$ cat src/rtl/nopo_pkg.sv
// Package: shared register selects and control-bit positions for the
// non-overlapping pulse output block. Assumes WIDTH >= 2 at the top.
package nopo_pkg;
    typedef enum logic [1:0] {
        SEL_NEXT = 2'd0,
        SEL_EN   = 2'd1,
        SEL_DIR  = 2'd2,
        SEL_CTRL = 2'd3
    } reg_sel_e;

    localparam int CTRL_INV_BIT = 0;
    localparam int CTRL_CLR_BIT = 1;
endpackage

$ cat src/rtl/nopo_regs.sv
// Module: software-visible registers (staging data, enable, direction,
// invert). Decodes the write bus and produces one-cycle pulses for a
// staging write and a flag-clear request. Assumes WIDTH >= 2.
module nopo_regs
    import nopo_pkg::*;
#(
    parameter int WIDTH = 8
) (
    input  logic             clk,
    input  logic             rst_n,
    input  logic             wr_en,
    input  logic [1:0]       wr_addr,
    input  logic [WIDTH-1:0] wr_data,
    output logic [WIDTH-1:0] next_q,
    output logic [WIDTH-1:0] en_q,
    output logic [WIDTH-1:0] dir_q,
    output logic             inv_q,
    output logic             next_wr,
    output logic             clr_req
);
    reg_sel_e sel;

    // Decode the register select and the write pulses.
    always_comb begin
        sel     = reg_sel_e'(wr_addr);
        next_wr = wr_en && (sel == SEL_NEXT);
        clr_req = wr_en && (sel == SEL_CTRL) && wr_data[CTRL_CLR_BIT];
    end

    // Hold the staging register; a write lands at the edge after it is issued.
    always_ff @(posedge clk) begin
        if (!rst_n)       next_q <= '0;
        else if (next_wr) next_q <= wr_data;
    end

    // Hold the enable and direction masks and the invert bit.
    always_ff @(posedge clk) begin
        if (!rst_n) begin
            en_q  <= '0;
            dir_q <= '0;
            inv_q <= 1'b0;
        end else if (wr_en) begin
            if (sel == SEL_EN)   en_q  <= wr_data;
            if (sel == SEL_DIR)  dir_q <= wr_data;
            if (sel == SEL_CTRL) inv_q <= wr_data[CTRL_INV_BIT];
        end
    end

    // Check that a staging write is visible one cycle later.
    assert_next_loads_R6: assert property (@(posedge clk) disable iff (!rst_n)
        next_wr |=> next_q == $past(wr_data));
endmodule

$ cat src/rtl/nopo_xfer.sv
// Module: output data register with the two transfer strobes. Strobe A
// copies every enabled bit; strobe B alone clears the enabled bits whose
// staged value is 0. Disabled bits hold. Assumes single-cycle strobes.
module nopo_xfer #(
    parameter int WIDTH = 8
) (
    input  logic             clk,
    input  logic             rst_n,
    input  logic             cmp_a,
    input  logic             cmp_b,
    input  logic [WIDTH-1:0] next_q,
    input  logic [WIDTH-1:0] en_q,
    output logic [WIDTH-1:0] out_q
);
    for (genvar i = 0; i < WIDTH; i++) begin : g_bit
        logic take;

        // Decide whether this bit is updated by the strobe(s) this cycle.
        always_comb take = en_q[i] && (cmp_a || (cmp_b && !next_q[i]));

        // Update this bit of the output register.
        always_ff @(posedge clk) begin
            if (!rst_n)    out_q[i] <= 1'b0;
            else if (take) out_q[i] <= next_q[i];
        end
    end

    // After strobe A, every enabled bit equals the staged value.
    assert_a_copies_R2: assert property (@(posedge clk) disable iff (!rst_n)
        cmp_a |=> (out_q & $past(en_q)) == ($past(next_q) & $past(en_q)));

    // After strobe B alone, staged-one bits hold their output value.
    assert_b_keeps_ones_R3: assert property (@(posedge clk) disable iff (!rst_n)
        (cmp_b && !cmp_a) |=>
            (out_q & $past(en_q & next_q)) == ($past(out_q) & $past(en_q & next_q)));

    // After strobe B alone, enabled staged-zero bits are zero.
    assert_b_clears_zeros_R3: assert property (@(posedge clk) disable iff (!rst_n)
        (cmp_b && !cmp_a) |=> (out_q & $past(en_q & ~next_q)) == '0);

    // Disabled bits never change.
    assert_disabled_hold_R5: assert property (@(posedge clk) disable iff (!rst_n)
        1'b1 |=> (out_q & ~$past(en_q)) == ($past(out_q) & ~$past(en_q)));
endmodule

$ cat src/rtl/nopo_gap.sv
// Module: tracks the B-to-A gap, raises the sticky gap-violation flag and
// emits the one-cycle reload request after strobe A.
module nopo_gap (
    input  logic clk,
    input  logic rst_n,
    input  logic cmp_a,
    input  logic cmp_b,
    input  logic next_wr,
    input  logic clr_req,
    output logic gap_err,
    output logic xfer_req
);
    logic gap_open_q;
    logic violate;

    // A staging write while the gap is open and A is not closing it.
    always_comb violate = gap_open_q && next_wr && !cmp_a;

    // Open the gap on B alone, close it on A.
    always_ff @(posedge clk) begin
        if (!rst_n)              gap_open_q <= 1'b0;
        else if (cmp_a)          gap_open_q <= 1'b0;
        else if (cmp_b)          gap_open_q <= 1'b1;
    end

    // Sticky violation flag; setting wins over a clear in the same cycle.
    always_ff @(posedge clk) begin
        if (!rst_n)       gap_err <= 1'b0;
        else if (violate) gap_err <= 1'b1;
        else if (clr_req) gap_err <= 1'b0;
    end

    // Register the reload request one cycle after strobe A.
    always_ff @(posedge clk) begin
        if (!rst_n) xfer_req <= 1'b0;
        else        xfer_req <= cmp_a;
    end

    // The request follows strobe A exactly.
    assert_req_follows_a_R9: assert property (@(posedge clk) disable iff (!rst_n)
        1'b1 |=> xfer_req == $past(cmp_a));

    // The flag only falls after a clear request.
    assert_flag_fall_R11: assert property (@(posedge clk) disable iff (!rst_n)
        $fell(gap_err) |-> $past(clr_req));

    // The flag only rises after a staging write.
    assert_flag_rise_R10: assert property (@(posedge clk) disable iff (!rst_n)
        $rose(gap_err) |-> $past(next_wr) && !$past(cmp_a));
endmodule

$ cat src/rtl/nopo_pins.sv
// Module: pin driver. A pin is driven when its enable and direction bits
// are both set; its value is the output bit, optionally inverted.
// Undriven pins show 0 on pin_out.
module nopo_pins #(
    parameter int WIDTH = 8
) (
    input  logic             clk,
    input  logic             rst_n,
    input  logic [WIDTH-1:0] out_q,
    input  logic [WIDTH-1:0] en_q,
    input  logic [WIDTH-1:0] dir_q,
    input  logic             inv_q,
    output logic [WIDTH-1:0] pin_out,
    output logic [WIDTH-1:0] pin_oe
);
    for (genvar i = 0; i < WIDTH; i++) begin : g_pin
        // Form the drive enable and the polarity-adjusted value for this pin.
        always_comb begin
            pin_oe[i]  = en_q[i] && dir_q[i];
            pin_out[i] = pin_oe[i] && (out_q[i] ^ inv_q);
        end
    end

    // No undriven pin carries a 1.
    assert_quiet_undriven_R7: assert property (@(posedge clk) disable iff (!rst_n)
        (pin_out & ~pin_oe) == '0);
endmodule

$ cat src/rtl/nolap_pulse_out.sv
// Module: top of the non-overlapping pulse output register. Wires the
// register file, the transfer logic, the gap tracker and the pin driver.
// Assumes WIDTH >= 2 and strobes generated synchronously to clk.
module nolap_pulse_out #(
    parameter int WIDTH = 8
) (
    input  logic             clk,
    input  logic             rst_n,
    input  logic             wr_en,
    input  logic [1:0]       wr_addr,
    input  logic [WIDTH-1:0] wr_data,
    input  logic             cmp_a,
    input  logic             cmp_b,
    output logic [WIDTH-1:0] pin_out,
    output logic [WIDTH-1:0] pin_oe,
    output logic             xfer_req,
    output logic             gap_err
);
    logic [WIDTH-1:0] next_q, en_q, dir_q, out_q;
    logic             inv_q, next_wr, clr_req;

    nopo_regs #(.WIDTH(WIDTH)) u_regs (
        .clk(clk), .rst_n(rst_n), .wr_en(wr_en), .wr_addr(wr_addr),
        .wr_data(wr_data), .next_q(next_q), .en_q(en_q), .dir_q(dir_q),
        .inv_q(inv_q), .next_wr(next_wr), .clr_req(clr_req)
    );

    nopo_xfer #(.WIDTH(WIDTH)) u_xfer (
        .clk(clk), .rst_n(rst_n), .cmp_a(cmp_a), .cmp_b(cmp_b),
        .next_q(next_q), .en_q(en_q), .out_q(out_q)
    );

    nopo_gap u_gap (
        .clk(clk), .rst_n(rst_n), .cmp_a(cmp_a), .cmp_b(cmp_b),
        .next_wr(next_wr), .clr_req(clr_req), .gap_err(gap_err),
        .xfer_req(xfer_req)
    );

    nopo_pins #(.WIDTH(WIDTH)) u_pins (
        .clk(clk), .rst_n(rst_n), .out_q(out_q), .en_q(en_q), .dir_q(dir_q),
        .inv_q(inv_q), .pin_out(pin_out), .pin_oe(pin_oe)
    );

    // Reset leaves every pin released.
    assert_reset_release_R1: assert property (@(posedge clk)
        !rst_n |=> pin_oe == '0);
endmodule

$ cat config.mk
export PLATFORM = sky130hd
export DESIGN_NAME = nolap_pulse_out
export DESIGN_NICKNAME = d
export VERILOG_FILES = /design/src/rtl/nopo_pkg.sv /design/src/rtl/nopo_regs.sv /design/src/rtl/nopo_xfer.sv /design/src/rtl/nopo_gap.sv /design/src/rtl/nopo_pins.sv /design/src/rtl/nolap_pulse_out.sv
export SDC_FILE = /design/constraint.sdc
export NUM_CORES = 1
export LEC_CHECK = 0
export BUFFER_PORTS_ARGS = -buffer_cell sky130_fd_sc_hd__buf_2
export CORE_MARGIN = 8
export CORE_UTILIZATION = 53
export DETAILED_ROUTE_END_ITERATION = 12
export GPL_TIMING_DRIVEN = 0
export MAX_ROUTING_LAYER = met4
export PLACE_DENSITY_LB_ADDON = 0.08
export SLEW_MARGIN = 0
export SYNTH_ARGS = -nofsm -noshare
export SYNTH_HDL_FRONTEND = slang
export SYNTH_SLANG_ARGS = --single-unit
$ cat constraint.sdc
create_clock -name clk -period 1.15 [get_ports clk]
set_clock_uncertainty 0.2 [all_clocks]
set_input_delay 0.0575 -clock clk [delete_from_list [all_inputs] [get_ports clk]]
set_output_delay 0.0575 -clock clk [all_outputs]
set_load 0.02 [all_outputs]
==> reports/summary.txt, run 1 <==
Outcome = finished with violations
Failing checks = setup timing
Reg clk slew, reported paths = 110 ps
Total Wirelength = 4.11 mm
Via count = 1,399
CP startpoint kind = flip-flop
Clk_lat worst skew = 350 ps
Synthesized-area fraction occupied by and/or/nand/nor cells = 19.3%
Final layout net count = 246
DR iter-0 viols = 89
Min setup slack post-route = -405 ps
Initial antenna violation count = 0
R2r endpoint = u_xfer.out_q[0]$_SDFFE_PN0P_
Initial cell density of the core = 56.0%
Worst path slowest cell = dfxtp_4
Seq/Total Area, Yosys = 46.7%
Overall Global Routing Usage = 17.4%
Ports = 33
R2R Setup Slk = 10 ps
Crit path cell chain = buf_8 -> xor2_1 -> and2_1 -> buf_6
Hold crit path type = primary input to flip-flop
Largest family of logic cells by synthesized area = simple AND/OR/NAND/NOR gates
Synthesized instance count = 165
CTS tree = built
Area Growth Syn to Fin = 45.4%
CTS Buffer Depth = 2
Worst EP arrival = 1300 ps
Slew Viols, Final = 0
Hold path startpoint = wr_addr[1]
Grt total ovfl = 0
Post-Synth Adder-Cell Area = 0%
Final Cycle Share = 135%
Achievable Freq = 643 MHz
Final min period = 1550 ps
Most frequent cells in the layout = nand2_1, mux2i_1, buf_6, dfxtp_1, buf_2
Commonest non-fill, non-tap cell in the layout = nand2_1
Cell Pwr Density = 1030 nW/um^2
Worst hold endpoint = u_regs.next_q[6]$_SDFFE_PN0P_
Multi-input logic area = 785 um^2
CTS H-tree depth = 2
Clock sink count = 36
Setup Crit Path Kind = flip-flop to output port
Synth Area in Compound Gates = 7.54%
Via-per-instance ratio = 5.32
Routed wire per std cell = 15.6 um
Worst-case vdd ir drop = 1470 uV
Synth Warn # = 0
RSZ-0062 raised after global routing = yes
Routability congestion estimate = 0.759
Register area = 744 um^2
Largest net degree at the start of global routing = 12
Syn_nets = 180
Num CTS Buffers = 5
Mux share of post-synthesis cell area = 16.2%
Layout Cells excl Fill = 263
Num rows = 19
Hold Violations, Final = 0
Vias in the first global route = 1,478
R2r startpoint = u_regs.en_q[0]$_SDFFE_PN0P_
Req. time, crit path = 890 ps
Port buffer count = 31
Full die area = 4900 um^2
Rel. slew slack = 68.1%
Dpl cells = 227
LEAKAGE = 1.06 nW
R2R depth = 4
Core area = 2760 um^2
Crit Path Max Fanout = 5
Die Width = 70.0 um
Filler instances = 185
Syn Std Cell Area = 1540 um^2
First-pass GRT wire length = 6.71 mm
Die Ht = 70.0 um
Xor and xnor area share after synthesis = 4.54%
Detail Placement HPWL = 2.51 mm
Crit path largest cell delay = 380 ps
Syn_area_per_cell = 9.36 um^2
Register bit total from synthesis = 36
Maxcap violations = 0
Critical Path End Type = output port
Fraction of layout cells with a size suffix above 1 = 41.8%
Number of diodes = 0
Post-layout util = 81.4%
Root buffer cell = clkbuf_4
Post-place setup slack = -156 ps
Hold depth = 4
DRT Pass-1 Iters = 4
Slew @ Worst Pin = 479 ps
Post-synthesis cell type count = 21
Residual DRC count = 0
Final setup fails = 16
ANT nets after route = 0
sequential cells by signal, summed over array words and instances, names as in the netlist:
name	flops
u_regs.dir_q	8
u_regs.en_q	8
u_regs.next_q	8
u_xfer.out_q	8
u_gap.gap_err	1
u_gap.gap_open_q	1
u_gap.xfer_req	1
u_regs.inv_q	1
critical path: cells and delay by family (launching register included):
family                    cells  cell delay [ps]
DFF                           1              380
and+or+nand+nor               1              160
xor gates and xnor gates      1              150
buffers and inverters         2              250
where the power goes:
group	leakage, nW	switching, W	internal (W)
combinational	0.720	0.000143	0.000143
clock	0.0380	0.000426	0.000291
sequential	0.301	0.0000233	0.00129
total	1.06	0.000592	0.00172
cell families after synthesis:
group | count (synthesis)
AO/OA/AOI/OAI | 17
XOR/XNOR | 8
buffers and inverters | 19
flip-flops | 36
multiplexers | 25
AND/OR/NAND/NOR | 60
routing by layer:
metal  vias up  part of all wire (%)  track usage [%]
met5         -                     0                -
met4         0                   1.8             10.5
met3         7                   6.3             5.23
met2        42                    52             29.5
met1       670                    40             17.2
li1        680                     -                -
Yosys cell counts:
| cell | number | share of area [%] |
|---|---|---|
| and2_1 | 17 | 6.9 |
| nor2_1 | 1 | 0.24 |
| inv_1 | 8 | 1.9 |
| dfxtp_1 | 36 | 47 |
| or3b_1 | 1 | 0.57 |
| or2_2 | 1 | 0.41 |
| a21oi_1 | 8 | 2.6 |
| nand3b_1 | 2 | 0.97 |
| xor2_1 | 8 | 4.5 |
| and4_2 | 1 | 0.65 |
| mux2i_1 | 25 | 16 |
| buf_6 | 1 | 0.73 |
| nand2_1 | 34 | 8.3 |
| a311oi_1 | 8 | 4.5 |
| and3b_2 | 1 | 0.65 |
| o22ai_1 | 1 | 0.41 |
| nand3_1 | 1 | 0.32 |
| nor3_1 | 1 | 0.32 |
| clkinv_1 | 1 | 0.24 |
| clkbuf_1 | 1 | 0.24 |
| buf_2 | 8 | 2.6 |
worst max-delay path by stage:
stage                                    from         end  slack, ps  depth (start not counted)
floorplan           u_regs.inv_q$_SDFFE_PN0P_  pin_out[0]         20                          3
global placement    u_regs.inv_q$_SDFFE_PN0P_  pin_out[2]       -150                          4
detailed placement  u_regs.inv_q$_SDFFE_PN0P_  pin_out[2]       -160                          4
CTS                 u_regs.inv_q$_SDFFE_PN0P_  pin_out[2]       -410                          4
global route        u_regs.inv_q$_SDFFE_PN0P_  pin_out[6]       -450                          4
finish              u_regs.inv_q$_SDFFE_PN0P_  pin_out[6]       -400                          4
what timing repair did:
item / in CTS / in global routing
gates resized for setup: 52 / 29
pin swaps: 4 / 13
endpoints found under the setup margin: 16 / 48
gates cloned: 1 / 1
buffers inserted: 8 / 3
endpoints found under the hold margin: 35 / 0
hold buffers: 15 / 0
per-stage QoR:
step | total power (W) | setup TNS [ps] | instance area (um^2) | hold WS (ps)
floorplan | 0.00147 | 0 | 1540 | 19.8
global placement | 0.00153 | -1120 | 1740 | 137
detailed placement | 0.00154 | -2000 | 1740 | 143
CTS | 0.00231 | -6740 | 2140 | -0.784
global route | 0.00241 | -4230 | 2240 | 27.8
finish | 0.00232 | -3500 | 2240 | 24.8
cell type report:
class / count / share of cell area [%]
Buffer: 10 / 3.40
Clock buffer: 6 / 2.29
Clock inverter: 2 / 0.446
Inverter: 9 / 1.67
Multi-Input combinational cell: 110 / 34.9
Sequential cell: 36 / 33.2
Tap cell: 31 / 1.73
Timing Repair Buffer: 58 / 22.1
Timing Repair inverter: 1 / 0.223
No activity file was read; power rests on OpenSTA's default activity.
==> run 2: changes to the inputs <==
CORE_UTILIZATION = 40   (was 53)
==> run 2 against run 1 <==
Compared with the run above:
- the run ends with hold timing, setup timing left
- first-iteration DRC count is 19% lower
- register-to-register slack better by 70 ps
- worst hold slack worse by 30 ps
- sequential power hardly changed
- clock power is 21% higher
- non-clock buffer count is 2 lower
- final cell count is 4.9% higher
- sequential cell count stayed put
- maximum frequency is 4.5% higher
- largest cell class unchanged
==> reports/summary.txt, run 2 (synthesis gave the netlist of run 1 again) <==
Initial cell density of the core = 41.9%
DR iter-0 viols = 72
Total Wirelength = 4.15 mm
Hold Violations, Final = 4
Worst-case vdd ir drop = 885 uV
Initial antenna violation count = 0
Root buffer cell = clkbuf_8
LEAKAGE = 1.05 nW
Post-layout util = 60.5%
Reg clk slew, reported paths = 70 ps
Area after DPL = 1760 um^2
Clock sink count = 36
Number of diodes = 0
RSZ-0062 raised after global routing = yes
Hold depth = 3
Setup Crit Path Kind = flip-flop to output port
Crit Path Max Fanout = 5
CTS Buffer Depth = 2
Slew Viols, Final = 0
Num rows = 22
Via-per-instance ratio = 4.81
Fraction of layout cells with a size suffix above 1 = 37.7%
Min setup slack post-route = -338 ps
Layout Cells excl Fill = 276
Die Ht = 78.1 um
Worst EP arrival = 1230 ps
Most frequent cells in the layout = nand2_1, mux2i_1, buf_2, dfxtp_1, buf_6
Critical Path End Type = output port
Final min period = 1490 ps
Hold crit path type = primary input to flip-flop
Detail Placement HPWL = 2.57 mm
Full die area = 6100 um^2
Slew @ Worst Pin = 455 ps
Commonest non-fill, non-tap cell in the layout = nand2_1
Largest net degree at the start of global routing = 11
CTS tree = built
Filler instances = 331
Final setup fails = 8
R2r endpoint = u_regs.inv_q$_SDFFE_PN0P_
Grt total ovfl = 0
Failing checks = hold timing, setup timing
R2R depth = 4
Ports = 33
DRT Pass-1 Iters = 4
Overall Global Routing Usage = 14.7%
Register area = 744 um^2
Routed wire per std cell = 15.1 um
Area Growth Syn to Fin = 44.6%
CP startpoint kind = flip-flop
Outcome = finished with violations
Crit path capture = pin_out[2]
Final Cycle Share = 129%
Residual DRC count = 0
First-pass GRT wire length = 6.70 mm
Dpl cells = 244
Die Width = 78.1 um
Critical path launch point = u_regs.inv_q$_SDFFE_PN0P_
Rel. slew slack = 69.7%
Post-place setup slack = -160 ps
Final layout net count = 243
Routability congestion estimate = 0.727
Port buffer count = 31
Vias in the first global route = 1,354
R2R Setup Slk = 80 ps
Core area = 3690 um^2
Clk_lat worst skew = 290 ps
R2r startpoint = u_regs.inv_q$_SDFFE_PN0P_
Achievable Freq = 672 MHz
Final Cell Area = 2230 um^2
Multi-input logic area = 764 um^2
Maxcap violations = 0
Req. time, crit path = 890 ps
ANT nets after route = 0
CTS H-tree depth = 2
Via count = 1,327
Hold WS = -5.25 ps
Cell Pwr Density = 1100 nW/um^2
Final Power = 0.00245 W
Num CTS Buffers = 5
[run 2: per-layer routing]
metal	wire length (um)	vias up	GRT usage, %
met2	2080	31	25.0
met1	1770	611	15.0
met3	238	7	5.13
met5	0	-	-
li1	-	678	-
met4	72	0	6.30
[run 2: worst min-delay path by stage]
stage	from	end	slack, ps
after floorplan	cmp_b	u_gap.gap_open_q$_SDFFE_PP0P_	20
after global placement	cmp_b	u_gap.gap_open_q$_SDFFE_PP0P_	140
after detailed placement	cmp_b	u_gap.gap_open_q$_SDFFE_PP0P_	160
after CTS	rst_n	u_xfer.out_q[7]$_SDFFE_PN0P_	-9
after global routing	rst_n	u_xfer.out_q[3]$_SDFFE_PN0P_	30
final	rst_n	u_xfer.out_q[4]$_SDFFE_PN0P_	-5
[run 2: metrics by stage]
step | setup TNS [ps] | hold slack (ps)
2_1_floorplan | 0 | 19.8
3_3_place_gp | -1580 | 139
3_5_place_dp | -2070 | 158
4_1_cts | -3280 | -9.46
5_1_grt | -3040 | 32.1
6_report | -2480 | -5.25
[run 2: power breakdown]
group | total [W] | internal (W) | switching, W
Clock | 0.000864 | 0.000412 | 0.000452
Sequential | 0.00131 | 0.00129 | 0.0000228
Combinational | 0.000273 | 0.000136 | 0.000137
Total | 0.00245 | 0.00184 | 0.000612
[run 2: worst max-delay path, cell delays in order (launching register included)]
cell	delay (ps)
dfxtp_4	380
buf_8	130
xor2_1	150
and2_1	160
buf_6	120
[run 2: timing repair]
action                                  CTS  global route
hold endpoints to repair                 28             0
resized for setup                        50            16
setup buffers                             8             1
hold buffers                             15             0
pin swaps                                11            11
endpoints found under the setup margin   16            31
cloned                                    1             0
[run 2: area by class of cell]
type	instances	area share, %
Buffer	10	2.91
Clock buffer	6	3.25
Clock inverter	1	0.224
Inverter	9	1.51
Multi-Input combinational cell	110	34.2
Sequential cell	36	33.4
Tap cell	48	2.69
Timing Repair Buffer	56	21.8
==> run 3: changes to the inputs <==
SYNTH_HIERARCHICAL = 1   (was unset)
==> run 3 against run 2 <==
Compared with the run above:
- the flow finishes with violations (setup timing)
- core utilization about the same
- clock-buffer cell count up 1
- maximum frequency up 4.3%
- design area up 0.73%
- first-iteration DRC count down 33%
- via count up 0.30%
- synthesized cell count up 1.2%
- critical path type unchanged
- largest cell class unchanged
- largest power group unchanged
==> reports/summary.txt, run 3 <==
Grt total ovfl = 0
Syn_area_per_cell = 9.41 um^2
Port buffer count = 32
CTS tree = built
Root buffer cell = clkbuf_8
Overall Global Routing Usage = 13.6%
Crit path cell chain = xor2_1 -> and2_1 -> buf_4
EDFF count, synth = 0
Worst path slowest cell = dfxtp_4
Post-synth ARST share = 0%
CP startpoint kind = flip-flop
Hold crit path type = primary input to flip-flop
Total Wirelength = 3.93 mm
Via-per-instance ratio = 4.82
Final setup fails = 8
Slew Viols, Final = 0
Number of diodes = 0
Final layout net count = 242
Ports = 33
Final Cycle Share = 124%
Final min period = 1430 ps
Worst-case vdd ir drop = 950 uV
Seq/Total Area, Yosys = 45.9%
Critical path's top delay family = flip-flops
Via count = 1,331
Synthesized instance count = 167
Synth top area cells = dfxtp_1, mux2i_1, nand2_1, and2_1, a311oi_1
Crit path largest cell delay = 400 ps
Req. time, crit path = 890 ps
Clock sink count = 36
Post-synth top cells = dfxtp_1, nand2_1, mux2i_1
Buffers and inverters on the worst path = 1
Initial antenna violation count = 0
Commonest non-fill, non-tap cell in the layout = nand2_1
Slew @ Worst Pin = 541 ps
CTS H-tree depth = 2
Reg clk slew, reported paths = 70 ps
Routability congestion estimate = 0.768
Area Growth Syn to Fin = 43.1%
Clk_lat worst skew = 280 ps
Post-place setup slack = -240 ps
Syn_nets = 182
Synth Warn # = 6
Fraction of layout cells with a size suffix above 1 = 36.0%
Synth top area share = 45.9%
Failing checks = setup timing
Setup Crit Path Kind = flip-flop to output port
First-pass GRT wire length = 6.44 mm
DR iter-0 viols = 48
Min setup slack post-route = -276 ps
Top FF cell, synth = dfxtp_1
Full die area = 6190 um^2
DRT Pass-1 Iters = 4
Routed wire per std cell = 14.2 um
Maxcap violations = 0
Post-synthesis cell type count = 19
Core area = 3720 um^2
Num CTS Buffers = 5
Crit Path Max Fanout = 9
Achievable Freq = 701 MHz
Initial cell density of the core = 42.3%
Dominant cell type by area after synthesis = dfxtp_1
Outcome = finished with violations
Final Power = 0.00277 W
Largest net degree at the start of global routing = 12
Num rows = 22
Hold Violations, Final = 0
LEAKAGE = 1.12 nW
Die Ht = 78.7 um
Residual DRC count = 0
Detail Placement HPWL = 2.63 mm
CTS Buffer Depth = 2
Cell Pwr Density = 1230 nW/um^2
RSZ-0062 raised after global routing = yes
Most frequent cells in the layout = nand2_1, mux2i_1, dfxtp_1, buf_2, buf_6
Critical Path End Type = output port
Vias in the first global route = 1,394
Syn Std Cell Area = 1570 um^2
Die Width = 78.7 um
Rel. slew slack = 63.9%
Filler instances = 338
Register bit total from synthesis = 36
ANT nets after route = 0
Worst EP arrival = 1170 ps
Most numerous cell in the Yosys netlist = dfxtp_1
Post-layout util = 60.5%
## run 3: where the power goes
| group | switching (W) | internal (W) | total (W) | leakage [nW] |
|---|---|---|---|---|
| clock network | 0.000420 | 0.000764 | 0.00118 | 0.0645 |
| logic | 0.000133 | 0.000133 | 0.000266 | 0.751 |
| registers | 0.0000261 | 0.00129 | 0.00132 | 0.300 |
## run 3: routing by layer
layer,GRT usage (%),wire [um],vias up
li1,-,-,676
met1,14.6,1780,630
met2,23.4,1960,21
met3,4.44,152,4
met4,3.89,36,0
met5,-,0,-
## run 3: cells by family after synthesis
family                    after synthesis  synth area share, %
xor gates and xnor gates                8                 4.46
DFF                                    36                 45.9
and+or+nand+nor                        61                 19.5
muxes                                  25                 15.9
AOI/OAI and AO/OA                      16                 7.01
buffers and inverters                  21                 7.25
## run 3: through the flow
step	area, um^2	instances	TNS, ps	hold WS [ps]
2_1_floorplan	1570	167	0	-73.0
4_1_cts	2230	275	-2250	28.0
3_3_place_gp	1790	247	-3390	73.8
6_report	2250	276	-2080	35.1
5_1_grt	2250	276	-2850	37.3
3_5_place_dp	1790	247	-4650	84.3
## run 3: what timing repair did
item                                   CTS  global route
endpoints found under the hold margin   28             0
pin swaps                                1            10
gates resized for setup                 48             8
setup endpoints to repair               16            17
hold buffers                            14             0
buffers inserted                         7             1
## run 3: tightest hold or removal path: stages
cell and delay (ps):
buf_2 80, or2_1 100, buf_6 140, a311oi_1 90
## run 3: layout make-up
| class | count | area (um^2) | share of cell area [%] |
|---|---|---|---|
| clock buffers | 7 | 96.3 | 4.28 |
| clock inverters | 1 | 30.0 | 1.34 |
| multi-input cells | 110 | 764 | 34.0 |
| inverters | 11 | 41.3 | 1.84 |
| plain buffers | 9 | 61.3 | 2.73 |
| well taps | 48 | 60.1 | 2.67 |
| flip-flops and latches | 36 | 742 | 33.0 |
| repair buffers | 54 | 453 | 20.1 |
## run 3: final timing paths
kind / startpoint / end / slack [ps] / depth (start not counted)
hold reg to reg: u_regs/dir_q[6]$_SDFFE_PN0P_ / u_regs/dir_q[6]$_SDFFE_PN0P_ / 260 / 2
setup / recovery: u_regs/inv_q$_SDFFE_PN0P_ / pin_out[5] / -280 / 3
setup reg to reg: u_regs/en_q[5]$_SDFFE_PN0P_ / u_xfer/out_q[5]$_SDFFE_PN0P_ / 30 / 3
hold / removal: cmp_b / u_xfer/out_q[2]$_SDFFE_PN0P_ / 40 / 4
